File: src/rtl/wdog_pkg.sv
package wdog_pkg;
  localparam int unsigned ARM_BIT    = 0;
  localparam int unsigned DISARM_BIT = 1;
  localparam int unsigned RSTEN_BIT  = 2;
  localparam int unsigned CLR_BIT    = 3;
  localparam int unsigned IVAL_LSB   = 8;

  typedef struct packed {
    logic arm;
    logic disarm;
    logic rst_en;
    logic irq_clr;
  } wd_cmd_t;
endpackage

File: src/rtl/wdog_cmd_dec.sv
module wdog_cmd_dec
  import wdog_pkg::*;
#(
  parameter int unsigned CNT_W = 16
) (
  input  logic                      we_i,
  input  logic [CNT_W+IVAL_LSB-1:0] wdata_i,
  output wd_cmd_t                   cmd_o,
  output logic [CNT_W-1:0]          ival_o
);
  always_comb begin
    cmd_o.arm     = we_i & wdata_i[ARM_BIT];
    cmd_o.disarm  = we_i & wdata_i[DISARM_BIT];
    cmd_o.rst_en  = wdata_i[RSTEN_BIT];
    cmd_o.irq_clr = we_i & wdata_i[CLR_BIT];
    ival_o        = wdata_i[IVAL_LSB +: CNT_W];
  end
endmodule

File: src/rtl/wdog_down_cnt.sv
module wdog_down_cnt
  import wdog_pkg::*;
#(
  parameter int unsigned CNT_W = 16
) (
  input  logic             clk_i,
  input  logic             rst_ni,
  input  logic             tick_i,
  input  wd_cmd_t          cmd_i,
  input  logic [CNT_W-1:0] ival_i,
  output logic             armed_o,
  output logic [CNT_W-1:0] cnt_o,
  output logic             rst_en_o,
  output logic             expire_o
);
  localparam logic [CNT_W-1:0] ONE = CNT_W'(1);

  logic             armed_q;
  logic [CNT_W-1:0] cnt_q;
  logic             rst_en_q;
  logic             accept_arm;

  // disarm outranks everything, including the final tick
  assign expire_o   = armed_q & tick_i & (cnt_q == ONE) & ~cmd_i.disarm;
  assign accept_arm = ~armed_q & cmd_i.arm & (ival_i != '0);

  always_ff @(posedge clk_i or negedge rst_ni) begin
    if (!rst_ni) begin
      armed_q  <= 1'b0;
      cnt_q    <= '0;
      rst_en_q <= 1'b0;
    end else if (cmd_i.disarm) begin
      armed_q <= 1'b0;
      cnt_q   <= '0;
    end else if (accept_arm) begin
      armed_q  <= 1'b1;
      cnt_q    <= ival_i;
      rst_en_q <= cmd_i.rst_en;
    end else if (expire_o) begin
      armed_q <= 1'b0;
      cnt_q   <= '0;
    end else if (armed_q && tick_i) begin
      cnt_q <= cnt_q - ONE;
    end
  end

  assign armed_o  = armed_q;
  assign cnt_o    = cnt_q;
  assign rst_en_o = rst_en_q;
endmodule

File: src/rtl/wdog_rst_pulse.sv
module wdog_rst_pulse #(
  parameter int unsigned RST_CYC = 4
) (
  input  logic clk_i,
  input  logic rst_ni,
  input  logic fire_i,
  output logic pulse_o
);
  localparam int unsigned RST_W = $clog2(RST_CYC + 1);

  logic [RST_W-1:0] left_q;

  always_ff @(posedge clk_i or negedge rst_ni) begin
    if (!rst_ni)             left_q <= '0;
    else if (fire_i)         left_q <= RST_W'(RST_CYC);
    else if (left_q != '0)   left_q <= left_q - RST_W'(1);
  end

  assign pulse_o = (left_q != '0);
endmodule

File: src/rtl/wdog_disarm.sv
module wdog_disarm
  import wdog_pkg::*;
#(
  parameter int unsigned CNT_W   = 16,
  parameter int unsigned RST_CYC = 4
) (
  input  logic                      clk_i,
  input  logic                      rst_ni,
  input  logic                      ctl_we_i,
  input  logic [CNT_W+IVAL_LSB-1:0] ctl_wdata_i,
  input  logic                      tick_i,
  output logic                      irq_o,
  output logic                      sys_rst_o
);
  wd_cmd_t          cmd;
  logic [CNT_W-1:0] ival;
  logic             armed;
  logic [CNT_W-1:0] cnt;
  logic             rst_en;
  logic             expire;
  logic             irq_q;

  wdog_cmd_dec #(.CNT_W(CNT_W)) i_dec (
    .we_i    (ctl_we_i),
    .wdata_i (ctl_wdata_i),
    .cmd_o   (cmd),
    .ival_o  (ival)
  );

  wdog_down_cnt #(.CNT_W(CNT_W)) i_cnt (
    .clk_i    (clk_i),
    .rst_ni   (rst_ni),
    .tick_i   (tick_i),
    .cmd_i    (cmd),
    .ival_i   (ival),
    .armed_o  (armed),
    .cnt_o    (cnt),
    .rst_en_o (rst_en),
    .expire_o (expire)
  );

  // set beats clear
  always_ff @(posedge clk_i or negedge rst_ni) begin
    if (!rst_ni)           irq_q <= 1'b0;
    else if (expire)       irq_q <= 1'b1;
    else if (cmd.irq_clr)  irq_q <= 1'b0;
  end
  assign irq_o = irq_q;

  generate
    if (RST_CYC == 0) begin : g_no_rst
      assign sys_rst_o = 1'b0;
    end else begin : g_rst
      wdog_rst_pulse #(.RST_CYC(RST_CYC)) i_pulse (
        .clk_i   (clk_i),
        .rst_ni  (rst_ni),
        .fire_i  (expire & rst_en),
        .pulse_o (sys_rst_o)
      );
    end
  endgenerate
endmodule

File: config.mk
export PLATFORM = sky130hd
export DESIGN_NAME = wdog_disarm
export DESIGN_NICKNAME = d
export VERILOG_FILES = /design/src/rtl/wdog_pkg.sv /design/src/rtl/wdog_cmd_dec.sv /design/src/rtl/wdog_down_cnt.sv /design/src/rtl/wdog_rst_pulse.sv /design/src/rtl/wdog_disarm.sv
export SDC_FILE = /design/constraint.sdc
export NUM_CORES = 1
export LEC_CHECK = 0
export CAP_MARGIN = 40
export CORE_MARGIN = 2
export CORE_UTILIZATION = 25
export DETAILED_ROUTE_END_ITERATION = 8
export MAX_ROUTING_LAYER = met4
export PLACE_DENSITY_LB_ADDON = 0.15
export SYNTH_ARGS = -nofsm -noshare
export SYNTH_HDL_FRONTEND = slang
export SYNTH_SLANG_ARGS = --single-unit
File: constraint.sdc
create_clock -name clk_i -period 4.8 [get_ports clk_i]
set_input_delay 0.96 -clock clk_i [delete_from_list [all_inputs] [get_ports clk_i]]
set_output_delay 0.96 -clock clk_i [all_outputs]
set_load 0.1 [all_outputs]
== After elaboration in Yosys (flattened, before gate mapping) ==
Index checks and enable logic that the tools add are counted.

* Register bits: 22
* Input port bits: 28
* Output and inout bits: 2
* Word-level logic and storage cells: 38

* Add/subtract/negate cells: 2
* Equality and inequality tests: 1
* Mux-type cells: 11
* Bitwise operators: 11
* Reductions and logical operators: 8

{| class="wikitable"
|+ Operators with widths
! cell !! number
|-
| two-way mux 16 bit || 4
|-
| equality test 16 x 1 -> 1 bit (second input constant) || 1
|-
| nonzero test 16 bit || 1
|-
| subtractor 16 x 1 -> 16 bit (second input constant) || 1
|-
| AND 1 bit || 9
|-
| two-way mux 3 bit || 2
|-
| nonzero test 3 bit || 2
|-
| two-way mux 1 bit || 5
|-
| nonzero test 2 bit || 2
|-
| nonzero test 4 bit || 1
|-
| subtractor 3 x 1 -> 3 bit (second input constant) || 1
|-
| inverter 1 bit || 2
|-
| AND reduction 2 bit || 1
|-
| logical AND 1 bit || 1
|}

== Longest topological paths before layout ==
Gate-level depths: netlist of run 1.

* Depth after elaboration: 6
* Depth in mapped cells: 8
* Mapped depth without buffers: 7

== By module ==
From an unflattened synthesis of run 1, not the netlist that was laid out.

* Cell total of the unflattened synthesis: 164
* Area total of the unflattened synthesis: 1,541.5 sq um

{| class="wikitable"
|+ Modules (own cells, without submodules)
! module !! instances !! cells each !! area an instance (sq um) !! seq. area each (sq um)
|-
| wdog_down_cnt || 1 || 124 || 1,174.9 || 450.4
|-
| wdog_rst_pulse || 1 || 16 || 177.7 || 75.1
|-
| wdog_cmd_dec || 1 || 20 || 146.4 || 0.0
|-
| wdog_disarm || 1 || 4 || 42.5 || 25.0
|}

== Least setup slack after synthesis of run 1 ==
Ideal clock, no wire load.

* Path kind: input -> register
* Start: input ctl_wdata_i[1]
* End: register i_cnt.cnt_q[4] (netlist: i_cnt.cnt_o[4])
* Library setup time: 0.124 ns
* Data arrival time: 2.208 ns
* Data required time: 4.676 ns
* Slack: 2.468 ns
* Cell stages on the path: 7
* Buffers on the path: 3
* Cells stage by stage: buf_2 -> and2_1 -> clkbuf_1 -> a21oi_1 -> clkbuf_1 -> a32o_1 -> a211o_1

* Cells in the longest elaborated chain, start to end: 6
* Elaborated cells on any way between the ends: 7
* Classes of those cells: mux (3); bitwise (3); reduce/logical (1)

{| class="wikitable"
|+ Ends and longest elaborated chain
! item !! line !! RTL
|-
| from (decl) || wdog_disarm.sv:10 || <nowiki>input logic [CNT_W+IVAL_LSB-1:0] ctl_wdata_i,</nowiki>
|-
| AND 1 bit * || wdog_cmd_dec.sv:13 || <nowiki>cmd_o.disarm = we_i & wdata_i[DISARM_BIT];</nowiki>
|-
| inverter 1 bit (no line) || - ||
|-
| AND 1 bit || wdog_down_cnt.sv:24 || <nowiki>assign expire_o = armed_q & tick_i & (cnt_q == ONE) & ~cmd_i.disarm;</nowiki>
|-
| two-way mux 16 bit || wdog_down_cnt.sv:39 || <nowiki>end else if (expire_o) begin</nowiki>
|-
| two-way mux 16 bit || wdog_down_cnt.sv:35 || <nowiki>end else if (accept_arm) begin</nowiki>
|-
| two-way mux 16 bit || wdog_down_cnt.sv:32 || <nowiki>end else if (cmd_i.disarm) begin</nowiki>
|-
| to (signal assigned) || wdog_down_cnt.sv:37 || <nowiki>cnt_q <= ival_i;</nowiki>
|-
| to (signal assigned) || wdog_down_cnt.sv:43 || <nowiki>cnt_q <= cnt_q - ONE;</nowiki>
|-
| to (decl) || wdog_down_cnt.sv:19 || <nowiki>logic [CNT_W-1:0] cnt_q;</nowiki>
|}

Mark *: on every way between the ends. The rest lies on a longest branch, timed or not.
A chain may end at the register's enable or synchronous reset.

== Worst setup path in the final report of run 1 ==
* Start: input ctl_wdata_i[9]
* End: register i_cnt.cnt_q[3] (netlist: i_cnt.cnt_o[3])

* Cells in the longest elaborated chain, start to end: 4
* Elaborated cells on any way between the ends: 5
* Classes of those cells: mux (2); bitwise (1); reduce/logical (2)

{| class="wikitable"
|+ Ends and longest elaborated chain
! item !! line !! RTL
|-
| nonzero test 16 bit * || wdog_down_cnt.sv:25 || <nowiki>assign accept_arm = ~armed_q & cmd_i.arm & (ival_i != '0);</nowiki>
|-
| AND 1 bit * || wdog_down_cnt.sv:25 ||
|-
| two-way mux 16 bit || wdog_down_cnt.sv:35 ||
|-
| two-way mux 16 bit || wdog_down_cnt.sv:32 ||
|}

Marked as above.

==> run summary, run 1 <==
Status = finished, final reports clean
Critical-path cell list = clkdlybuf4s50_1, nor4_1, nand4_1, nand4b_1, buf_4, nor3b_1, a311o_1
Post_cts resized = 0
Clock network fraction of design power = 16.1%
Crit-path max cell delay = 0.55 ns
Worst Path Max Fanout = 16
Fill cell count = 567
Register share of total power = 39.7%
Clk buf depth = 2
Crit share post-route = 66.5%
# DRC = 0
Number of global-route vias before repair = 1,313
CTS tree = yes
Largest net degree at the start of global routing = 17
Design area = 1850 µm²
Row cnt = 27
Total gr overflow = 0
Crit path launch type = input pin
H-tree levels = 1
Fin util = 33.6%
Ant. Diodes = 0
DR vias/cell = 5.27
Final GP Congestion = 0.835
Hold WC Path Type = flop to flop
Global-route wire length before repair = 6630 µm
RSZ-0062 raised after global routing = false
Seq cells post-synth = 22
CP delay by family, top = simple AND/OR/NAND/NOR gates
Fin Clk Skew = 0.0126 ns
Core area = 5510 µm²
Crit path capture type = flop
Number of DRC markers in iteration 0 = 96
Hold Buf Count CTS = 0
Clk_lat worst skew = 0.27 ns
Library cells used by synthesis = 47
Clk sinks = 22
GRT Total Usage = 13.9%
Setup TNS = 0 ns
Die height = 79.5 µm
Total wire length = 3960 µm
WL per Instance = 16.0 µm
CP Buf/Inv Count = 2
TritonCTS buffer count = 3
Via count = 1,307
Fmax achieved = 0.313 GHz
Max IR drop VDD = 0.000292 V
Crit path DAT = 3.34 ns
WP data required = 4.95 ns
Setup bufs post-CTS = 0
Port bufs = 25
Mapped Cells = 150
P_sw = 298 µW
Net Count, Synth = 182
Syn. warnings = 0
Fin nets = 210
Slew Viols, Final = 0
Sw frac = 39.6%
Clock slew at reported path FFs = 0.08 ns
Crit path kind = input pin to flop
Pwr dens = 406 nW/µm²
Worst-Margin Slew = 0.687 ns
Total Die Area = 6330 µm²
Fraction of registers with async set/reset = 100%
# Max-Cap Violations = 0
HPWL Detailed = 3020 µm
Share of layout cells above drive strength 1 = 8.52%
DIE WIDTH = 79.5 µm
Count of flip-flops with a built-in enable after synthesis = 0
Synth Cell Area = 1430 µm²
Synth Flop Type = dfrtp_1
Post-DP Area = 1810 µm²
Antenna violations before repair = 0
Combinational Power Share = 44.1%
Int Pwr = 454 µW
Sequential area share after synthesis = 38.6%
Syn-to-layout area delta = 29.7%
Antenna Nets Post-Route = 0
Final Critical Period = 3.19 ns
Leak = 0.766 nW
Final number of setup-violating endpoints = 0
Root Driver = clkbuf_8
I/O pin cnt = 30
Final hold violation count = 0
Drt first pass iters = 4
Syn_area_per_cell = 9.51 µm²
Starting Density = 25.9%
Max-slew headroom = 54.0%
Slowest cell on the critical path = nand4b_1
## synth_stat cells (2+ instances only)
master | n | area (µm²)
dfrtp_1 | 22 | 551
nand2_1 | 10 | 37.5
nor2_1 | 10 | 37.5
nand3_1 | 8 | 40.0
a21oi_1 | 7 | 35.0
nor4_1 | 7 | 43.8
o221ai_1 | 6 | 52.6
xnor2_1 | 6 | 52.6
nor3_1 | 5 | 25.0
nor3b_1 | 5 | 37.5
or3_1 | 5 | 31.3
a211o_1 | 4 | 35.0
ha_1 | 4 | 50.1
inv_1 | 4 | 15.0
nand2b_1 | 4 | 25.0
buf_2 | 3 | 15.0
clkbuf_1 | 3 | 11.3
nand4_1 | 3 | 18.8
xor2_1 | 3 | 26.3
and3_1 | 2 | 12.5
nor4_4 | 2 | 42.5
o21ai_0 | 2 | 10.0
## logic make-up (layout without fill, tap and decap cells)
group / after synthesis / in the layout / synth area share, %
compound gates: 32 / 32 / 16.9
buf+inv: 11 / 37 / 3.16
fa+ha+maj: 4 / 4 / 3.51
flops: 22 / 22 / 38.6
simple gates: 70 / 70 / 30.8
mux: 2 / 2 / 1.49
xor+xnor: 9 / 9 / 5.53
## worst paths after layout
kind	to	slack [ns]	from	cells past startpoint
setup / recovery	i_cnt.cnt_o[3]	1.61	ctl_wdata_i[9]	7
hold / removal	irq_o	0.49	irq_o	1
setup reg to reg	i_cnt.cnt_o[5]	2.63	i_cnt.cnt_o[1]	7
hold reg to reg	irq_o	0.49	irq_o	1
max in group asynchronous	i_cnt.armed_o	3.31	rst_ni	2
min in group asynchronous	i_cnt.cnt_o[0]	1.02	rst_ni	1
## power groups by stage
| stage | combinational [mW] | sequential [mW] | clock (mW) |
|---|---|---|---|
| detailed placement | 0.336 | 0.301 | 0 |
| floorplan | 0.241 | 0.290 | 0 |
| CTS | 0.337 | 0.298 | 0.125 |
| global route | 0.366 | 0.307 | 0.136 |
| global placement | 0.313 | 0.299 | 0 |
| finish | 0.332 | 0.299 | 0.121 |
## layer usage
metal  routed length (µm)  share of wire [%]  global-route usage, %
met1                 1810                 46                   17.3
met2                 1840                 47                   22.7
met3                  228                5.8                   3.85
met4                   83                2.1                   3.10
met5                    0                  0                      -
## layout by cell type (no fill, tap or decap), types with 2 or more instances in the layout
cell             instances
buf_8                    2
nor4_4                   2
nand2_1                 10
nor3_1                   5
xor2_1                   3
and3_1                   2
o221ai_1                 6
nor2_1                  10
nor3b_1                  5
buf_4                    2
clkbuf_8                 3
o21ai_0                  2
nand4_1                  3
xnor2_1                  6
a211o_1                  4
nand3_1                  8
inv_1                    4
a21oi_1                  7
dfrtp_1                 22
nor4_1                   7
ha_1                     4
clkdlybuf4s50_1         25
nand2b_1                 4
or3_1                    5
## flip-flops by register name (all words and copies together), names as in the netlist
signal / count
i_cnt.armed_o: 1
i_cnt.cnt_o: 16
i_cnt.rst_en_o: 1
irq_o: 1
g_rst.i_pulse.left_q: 3
## worst register-to-register path, stage by stage (launching register included)
cell and delay [ns]:
dfrtp_1 0.42, inv_1 0.11, ha_1 0.14, nor4b_1 0.23, and4_4 0.29, nor3b_4 0.40
nor3b_1 0.09, or3_1 0.37
## layout make-up
| type | count | area [µm²] | share of cell area (%) |
|---|---|---|---|
| timing repair buffer | 30 | 323 | 17.4 |
| multi-input combinational | 117 | 831 | 44.9 |
| sequential | 22 | 551 | 29.7 |
| inverter | 4 | 15.0 | 0.811 |
| clock buffer | 3 | 41.3 | 2.23 |
| tap | 72 | 90.1 | 4.87 |
## per-stage QoR
stage | hold WS (ns) | instances | setup WS (ns) | total power [mW]
6_report | 0.488 | 248 | 1.61 | 0.752
5_1_grt | 0.538 | 248 | 1.46 | 0.809
4_1_cts | 0.493 | 248 | 1.69 | 0.760
3_5_place_dp | 0.468 | 245 | 1.40 | 0.637
3_3_place_gp | 0.464 | 241 | 1.39 | 0.611
2_1_floorplan | 0.456 | 150 | 2.47 | 0.530
(Power assumes the default switching activity.)
==> run 2: changes to the inputs <==
- clock period: 4.8 -> 2.6 ns (I/O delays scaled with it)
==> run 2 against run 1 <==
Global-route usage hardly changed. Routed wire length increased by 0.99%. Via count fell by 0.15%. Critical path type is now flop to flop. Largest cell class unchanged.
==> run summary, run 2 (synthesized netlist as in run 1, its figures left out) <==
Core area = 5510 µm² (unchanged)
Pwr dens = 789 nW/µm² (+94%)
I/O pin cnt = 30 (unchanged)
DR top layer = met4
Total gr overflow = 0 (unchanged)
Root Driver = clkbuf_8
CP endpoint = i_cnt.cnt_o[5]
Number of global-route vias before repair = 1,321 (+0.61%)
DR vias/cell = 5.18 (-1.7%)
Critical-path cell list = inv_1, ha_1, nor4b_1, and4_4, nor3b_4, nor3b_1, or3_1
Starting Density = 25.9% (unchanged)
TritonCTS buffer count = 3 (unchanged)
Met2 wire length = 1950 µm (+6.1%)
Worst-Margin Slew = 0.420 ns (-0.267 ns)
Setup TNS = 0 ns (unchanged)
Crit path capture type = flop
Antenna violations before repair = 0 (unchanged)
Max IR drop VDD = 0.000434 V (+49%)
Register share of total power = 37.3% (-2.4 points)
Fmax achieved = 0.462 GHz
R2R Path Start = i_cnt.cnt_o[1]
Ant. Diodes = 0 (unchanged)
Crit-path max cell delay = 0.43 ns (-0.12 ns)
Setup bufs post-CTS = 0 (unchanged)
Leak = 0.788 nW (+2.9%)
Hold Path Stages = 1 (unchanged)
Crit path kind = flop to flop
Final hold violation count = 0 (unchanged)
WL per Instance = 15.9 µm (-0.62%)
Largest net degree at the start of global routing = 23 (+6)
DIE WIDTH = 79.5 µm (unchanged)
Placed cell count = 248 (+1.2%)
Row cnt = 27 (unchanged)
HPWL Detailed = 2980 µm (-1.5%)
Clk sinks = 22 (unchanged)
Worst reg2reg path depth = 7 (unchanged)
Worst Path Max Fanout = 8 (-8)
Sw frac = 37.5% (-2.1 points)
Max-slew headroom = 71.9% (+18 points)
WP data required = 2.76 ns (-2.19 ns)
Fin util = 34.1% (+0.45 points)
Port bufs = 25 (unchanged)
Die height = 79.5 µm (unchanged)
P_sw = 555 µW (+86%)
Non-filler cells, final = 252 (+1.6%)
Final Critical Period = 2.16 ns
Slew Viols, Final = 0 (unchanged)
Hold WC Path Type = flop to flop
Antenna Nets Post-Route = 0 (unchanged)
Drt first pass iters = 4 (unchanged)
# DRC = 0 (unchanged)
Crit path from = i_cnt.cnt_o[1]
H-tree levels = 1 (unchanged)
Status = finished, final reports clean
Share of layout cells above drive strength 1 = 11.7% (+3.1 points)
Commonest non-fill, non-tap cell in the layout = clkdlybuf4s50_1
Clk buf depth = 2 (unchanged)
Clk_lat worst skew = 0.27 ns (about the same)
Crit share post-route = 83.2%
Global-route wire length before repair = 6660 µm (+0.42%)
Overall power = 1.48 mW (+97%)
Metal1 wirelength = 1830 µm (+1.3%)
RSZ-0062 raised after global routing = false
Total Die Area = 6330 µm² (unchanged)
Via count = 1,305 (-0.15%)
Fin Clk Skew = 0.0109 ns (-0.00169 ns)
Combinational Power Share = 40.2% (-3.9 points)
CTS tree = yes
DR WL met3 = 191 µm (-16%)
Reg2Reg Setup Slack = 0.44 ns (-2.19 ns)
Crit path launch type = flop
Clock slew at reported path FFs = 0.10 ns (+0.02 ns)
Fin nets = 213 (+1.4%)
# Max-Cap Violations = 0 (unchanged)
Number of DRC markers in iteration 0 = 90 (-6.3%)
Final GP Congestion = 0.888 (+6.4%)
Dpl ws = 0.150 ns (-1.25 ns)
Most frequent cells in the layout = clkdlybuf4s50_1 (23), dfrtp_1 (22), nand2_1 (10), nor2_1 (10), buf_4 (9)
Post_cts resized = 0 (unchanged)
Slowest cell on the critical path = dfrtp_1
Int Pwr = 924 µW (+100%)
Total wire length = 4000 µm (+0.99%)
Clock network fraction of design power = 22.5% (+6.4 points)
Fin worst setup slack = 0.436 ns (-1.17 ns)
GRT Total Usage = 14.0% (+0.046 points)
RR Endpoint = i_cnt.cnt_o[5]
Syn-to-layout area delta = 31.5%
Final number of setup-violating endpoints = 0 (unchanged)
Crit path DAT = 2.32 ns (-1.02 ns)
Hold Buf Count CTS = 0 (unchanged)
Max reg flops = 16 (unchanged)
run 2: changes by cell type in the layout (fill, tap and decap cells not counted):
cell / change
buf_12: +1
buf_16: -1
buf_4: +7
buf_8: -2
bufinv_16: +1
clkdlybuf4s50_1: -2
run 2: area by class of cell:
cell class	count	area [µm²]
Clock buffer	3	41.3
Sequential cell	22	551
Fill cell	567	3630
Inverter	4	15.0
Multi-Input combinational cell	117	831
Tap cell	72	90.1
Clock inverter	1	30.0
Timing Repair Buffer	33	318
run 2: per-stage QoR:
stage	cell area (µm²)	hold slack, ns
final	1880	0.493
after global routing	1880	0.534
after CTS	1880	0.501
after detailed placement	1800	0.467
after global placement	1800	0.465
after floorplan	1430	0.224
run 2: how the worst min path moves through the flow:
stage / endpoint / start / slack (ns)
floorplan: g_rst.i_pulse.left_q[0] / rst_ni / 0.22
global placement: irq_o / irq_o / 0.46
detailed placement: irq_o / irq_o / 0.47
CTS: irq_o / irq_o / 0.50
global route: irq_o / irq_o / 0.53
finish: irq_o / irq_o / 0.49
run 2: power groups by stage:
stage               registers (mW)  logic [mW]  clock network (mW)
floorplan                    0.535       0.444                   0
global placement             0.552       0.587                   0
detailed placement           0.555       0.603                   0
CTS                          0.551       0.603               0.343
global route                 0.568       0.668               0.356
finish                       0.552       0.595               0.332
run 2: metal layers:
metal  track usage [%]  up-vias
met3              3.28        2
met1              17.4      636
met4              2.07        0
met2              23.5       35
met5                 -        -
li1                  -      632
run 2: critical path, delay by kind of cell, from the launching register on:
kind                       cells  cell delay, ns
adders and majority gates      1            0.14
buffers and inverters          1            0.11
DFF                            1            0.43
and+or+nand+nor                5            1.37
==> run 3: changes to the inputs <==
- clock period: 2.6 -> 1.8 ns (I/O delays scaled with it)
==> run 3 against run 2 <==
Global-route usage rose by 2.9 points. Via count rose by 19%. Utilization rose by 11 points. Critical path type unchanged. Non-clock buffer count rose by 52. Register-to-register slack got worse by 0.55 ns. The run now ends with negative setup slack left.
==> run summary, run 3 (synthesized netlist as in run 1, its figures left out) <==
Status = finished, violations left
Violated checks = negative setup slack
DR vias/cell = 5.09 (-1.7%)
Leak = 1.13 nW (+44%)
CTS tree = yes
# Max-Cap Violations = 0 (unchanged)
Final Critical Period = 1.92 ns (-0.247 ns)
Root Driver = clkbuf_8
Core area = 5510 µm² (unchanged)
Design area = 2510 µm² (+34%)
Placed cell count = 290 (+17%)
Fill cell count = 531 (-6.3%)
Fin nets = 265 (+24%)
Antenna violations before repair = 0 (unchanged)
Clock slew at reported path FFs = 0.09 ns (about the same)
Crit path capture type = flop
GRT Total Usage = 16.8% (+2.9 points)
Crit path kind = flop to flop
Clk sinks = 22 (unchanged)
Commonest non-fill, non-tap cell in the layout = buf_4
Ant. Diodes = 0 (unchanged)
Slew Viols, Final = 0 (unchanged)
RR Endpoint = i_cnt.cnt_o[5]
Crit share post-route = 107% (+23 points)
Pwr dens = 1050 nW/µm² (+33%)
H-tree levels = 1 (unchanged)
Antenna Nets Post-Route = 0 (unchanged)
Fin Clk Skew = 0.00311 ns (-0.00784 ns)
Via count = 1,548 (+19%)
Clk buf depth = 2 (unchanged)
Sw frac = 38.9% (+1.4 points)
Register share of total power = 29.0% (-8.3 points)
Crit path from = i_cnt.cnt_o[2]
Worst Path Max Fanout = 3 (-5)
Starting Density = 25.9% (unchanged)
Global-route wire length before repair = 8020 µm (+21%)
Fin worst setup slack = -0.117 ns (-0.553 ns)
WP data required = 1.95 ns (-0.81 ns)
Syn-to-layout area delta = 75.9%
Setup TNS = -0.388 ns (-0.388 ns)
Worst reg2reg path depth = 5 (-2)
Row cnt = 27 (unchanged)
Die height = 79.5 µm (unchanged)
Max IR drop VDD = 0.000644 V (+48%)
Total wire length = 5020 µm (+26%)
# DRC = 0 (unchanged)
Share of layout cells above drive strength 1 = 46.1% (+34 points)
RSZ-0062 raised after global routing = true
Non-filler cells, final = 304 (+21%)
Total Die Area = 6330 µm² (unchanged)
P_sw = 1.03 mW (+85%)
Port bufs = 25 (unchanged)
Most frequent cells in the layout = buf_4 (52), dfrtp_1 (20), clkdlybuf4s50_1 (11)
Final hold violation count = 0 (unchanged)
Int Pwr = 1.61 mW (+75%)
I/O pin cnt = 30 (unchanged)
Clock network fraction of design power = 14.0% (-8.5 points)
Reg2Reg Setup Slack = -0.12 ns (-0.55 ns)
Overall power = 2.64 mW (+79%)
Fmax achieved = 0.522 GHz (+13%)
R2R Path Start = i_cnt.cnt_o[2]
Number of global-route vias before repair = 1,675 (+27%)
WL per Instance = 16.5 µm (+4.1%)
Largest net degree at the start of global routing = 23 (unchanged)
DIE WIDTH = 79.5 µm (unchanged)
Worst-Margin Slew = 0.361 ns (-0.0593 ns)
Crit path launch type = flop
Total gr overflow = 0 (unchanged)
Post-DP Area = 2140 µm² (+19%)
Max-slew headroom = 75.7% (+3.8 points)
Hold WC Path Type = input pin to asynchronous set/reset pin
Combinational Power Share = 57.0% (+17 points)
HPWL Detailed = 3580 µm (+20%)
Number of DRC markers in iteration 0 = 74 (-18%)
Max reg flops = 16 (unchanged)
Final number of setup-violating endpoints = 8 (+8)
Clk_lat worst skew = 0.26 ns (about the same)
Drt first pass iters = 4 (unchanged)
TritonCTS buffer count = 3 (unchanged)
Crit path DAT = 2.07 ns (-0.25 ns)
Final GP Congestion = 0.812 (-8.5%)
Fin util = 45.6% (+11 points)
run 3: cell types whose count changed in the layout (fill, tap and decap cells not counted), moves of 5 or more:
cell / change
buf_4: +43
nor4_1: -6
dlymetal6s2s_1: +5
nor4_2: +5
buf_6: +8
clkdlybuf4s50_1: -12
dlygate4sd2_1: +7
run 3: final cells by class:
class                   instances  area, µm²  area share, %
flip-flops and latches         22        553           22.0
clock buffers                   4       55.1           2.19
inverters                       4       15.0          0.599
well taps                      72       90.1           3.59
multi-input cells             117       1040           41.5
repair buffers                 85        754           30.1
run 3: routing by layer:
metal / GRT usage (%) / share of wire, % / vias to the layer above
met5: - / 0 / -
met4: 6.90 / 1.8 / 0
met3: 2.60 / 4.5 / 9
met2: 28.4 / 52 / 42
met1: 20.1 / 42 / 759
li1: - / - / 738
run 3: repair_timing:
action | in CTS | in global routing
endpoints found under the hold margin | 0 | 0
hold buffers | 0 | 0
resized for setup | 28 | 32
endpoints found under the setup margin | 18 | 22
pin swaps | 19 | 9
setup buffers | 6 | 5
run 3: how the worst max path moves through the flow:
stage	slack [ns]	to	cells past startpoint
global route	-0.22	i_cnt.cnt_o[5]	5
detailed placement	-0.43	i_cnt.cnt_o[0]	9
CTS	-0.12	i_cnt.cnt_o[5]	5
global placement	-0.47	i_cnt.cnt_o[6]	8
floorplan	-0.07	i_cnt.cnt_o[5]	5
finish	-0.12	i_cnt.cnt_o[5]	5
run 3: power by group through the flow:
stage	Sequential [mW]	Combinational [mW]	Clock [mW]
after global placement	0.752	1.19	0
after floorplan	0.775	0.646	0
after detailed placement	0.758	1.21	0
after global routing	0.788	1.62	0.399
final	0.766	1.51	0.369
after CTS	0.755	1.33	0.382
run 3: through the flow:
stage	worst slack [ns]	hold slack, ns
6_report	-0.117	0.442
5_1_grt	-0.219	0.463
4_1_cts	-0.123	0.449
3_5_place_dp	-0.433	0.498
3_3_place_gp	-0.474	0.500
2_1_floorplan	-0.0682	0.0644
run 3: critical path, stage by stage (launching register included):
cell     delay (ns)
dfrtp_1        0.43
or4_4          0.56
or3_4          0.36
nand3_1        0.09
nor3b_1        0.05
or3_1          0.31
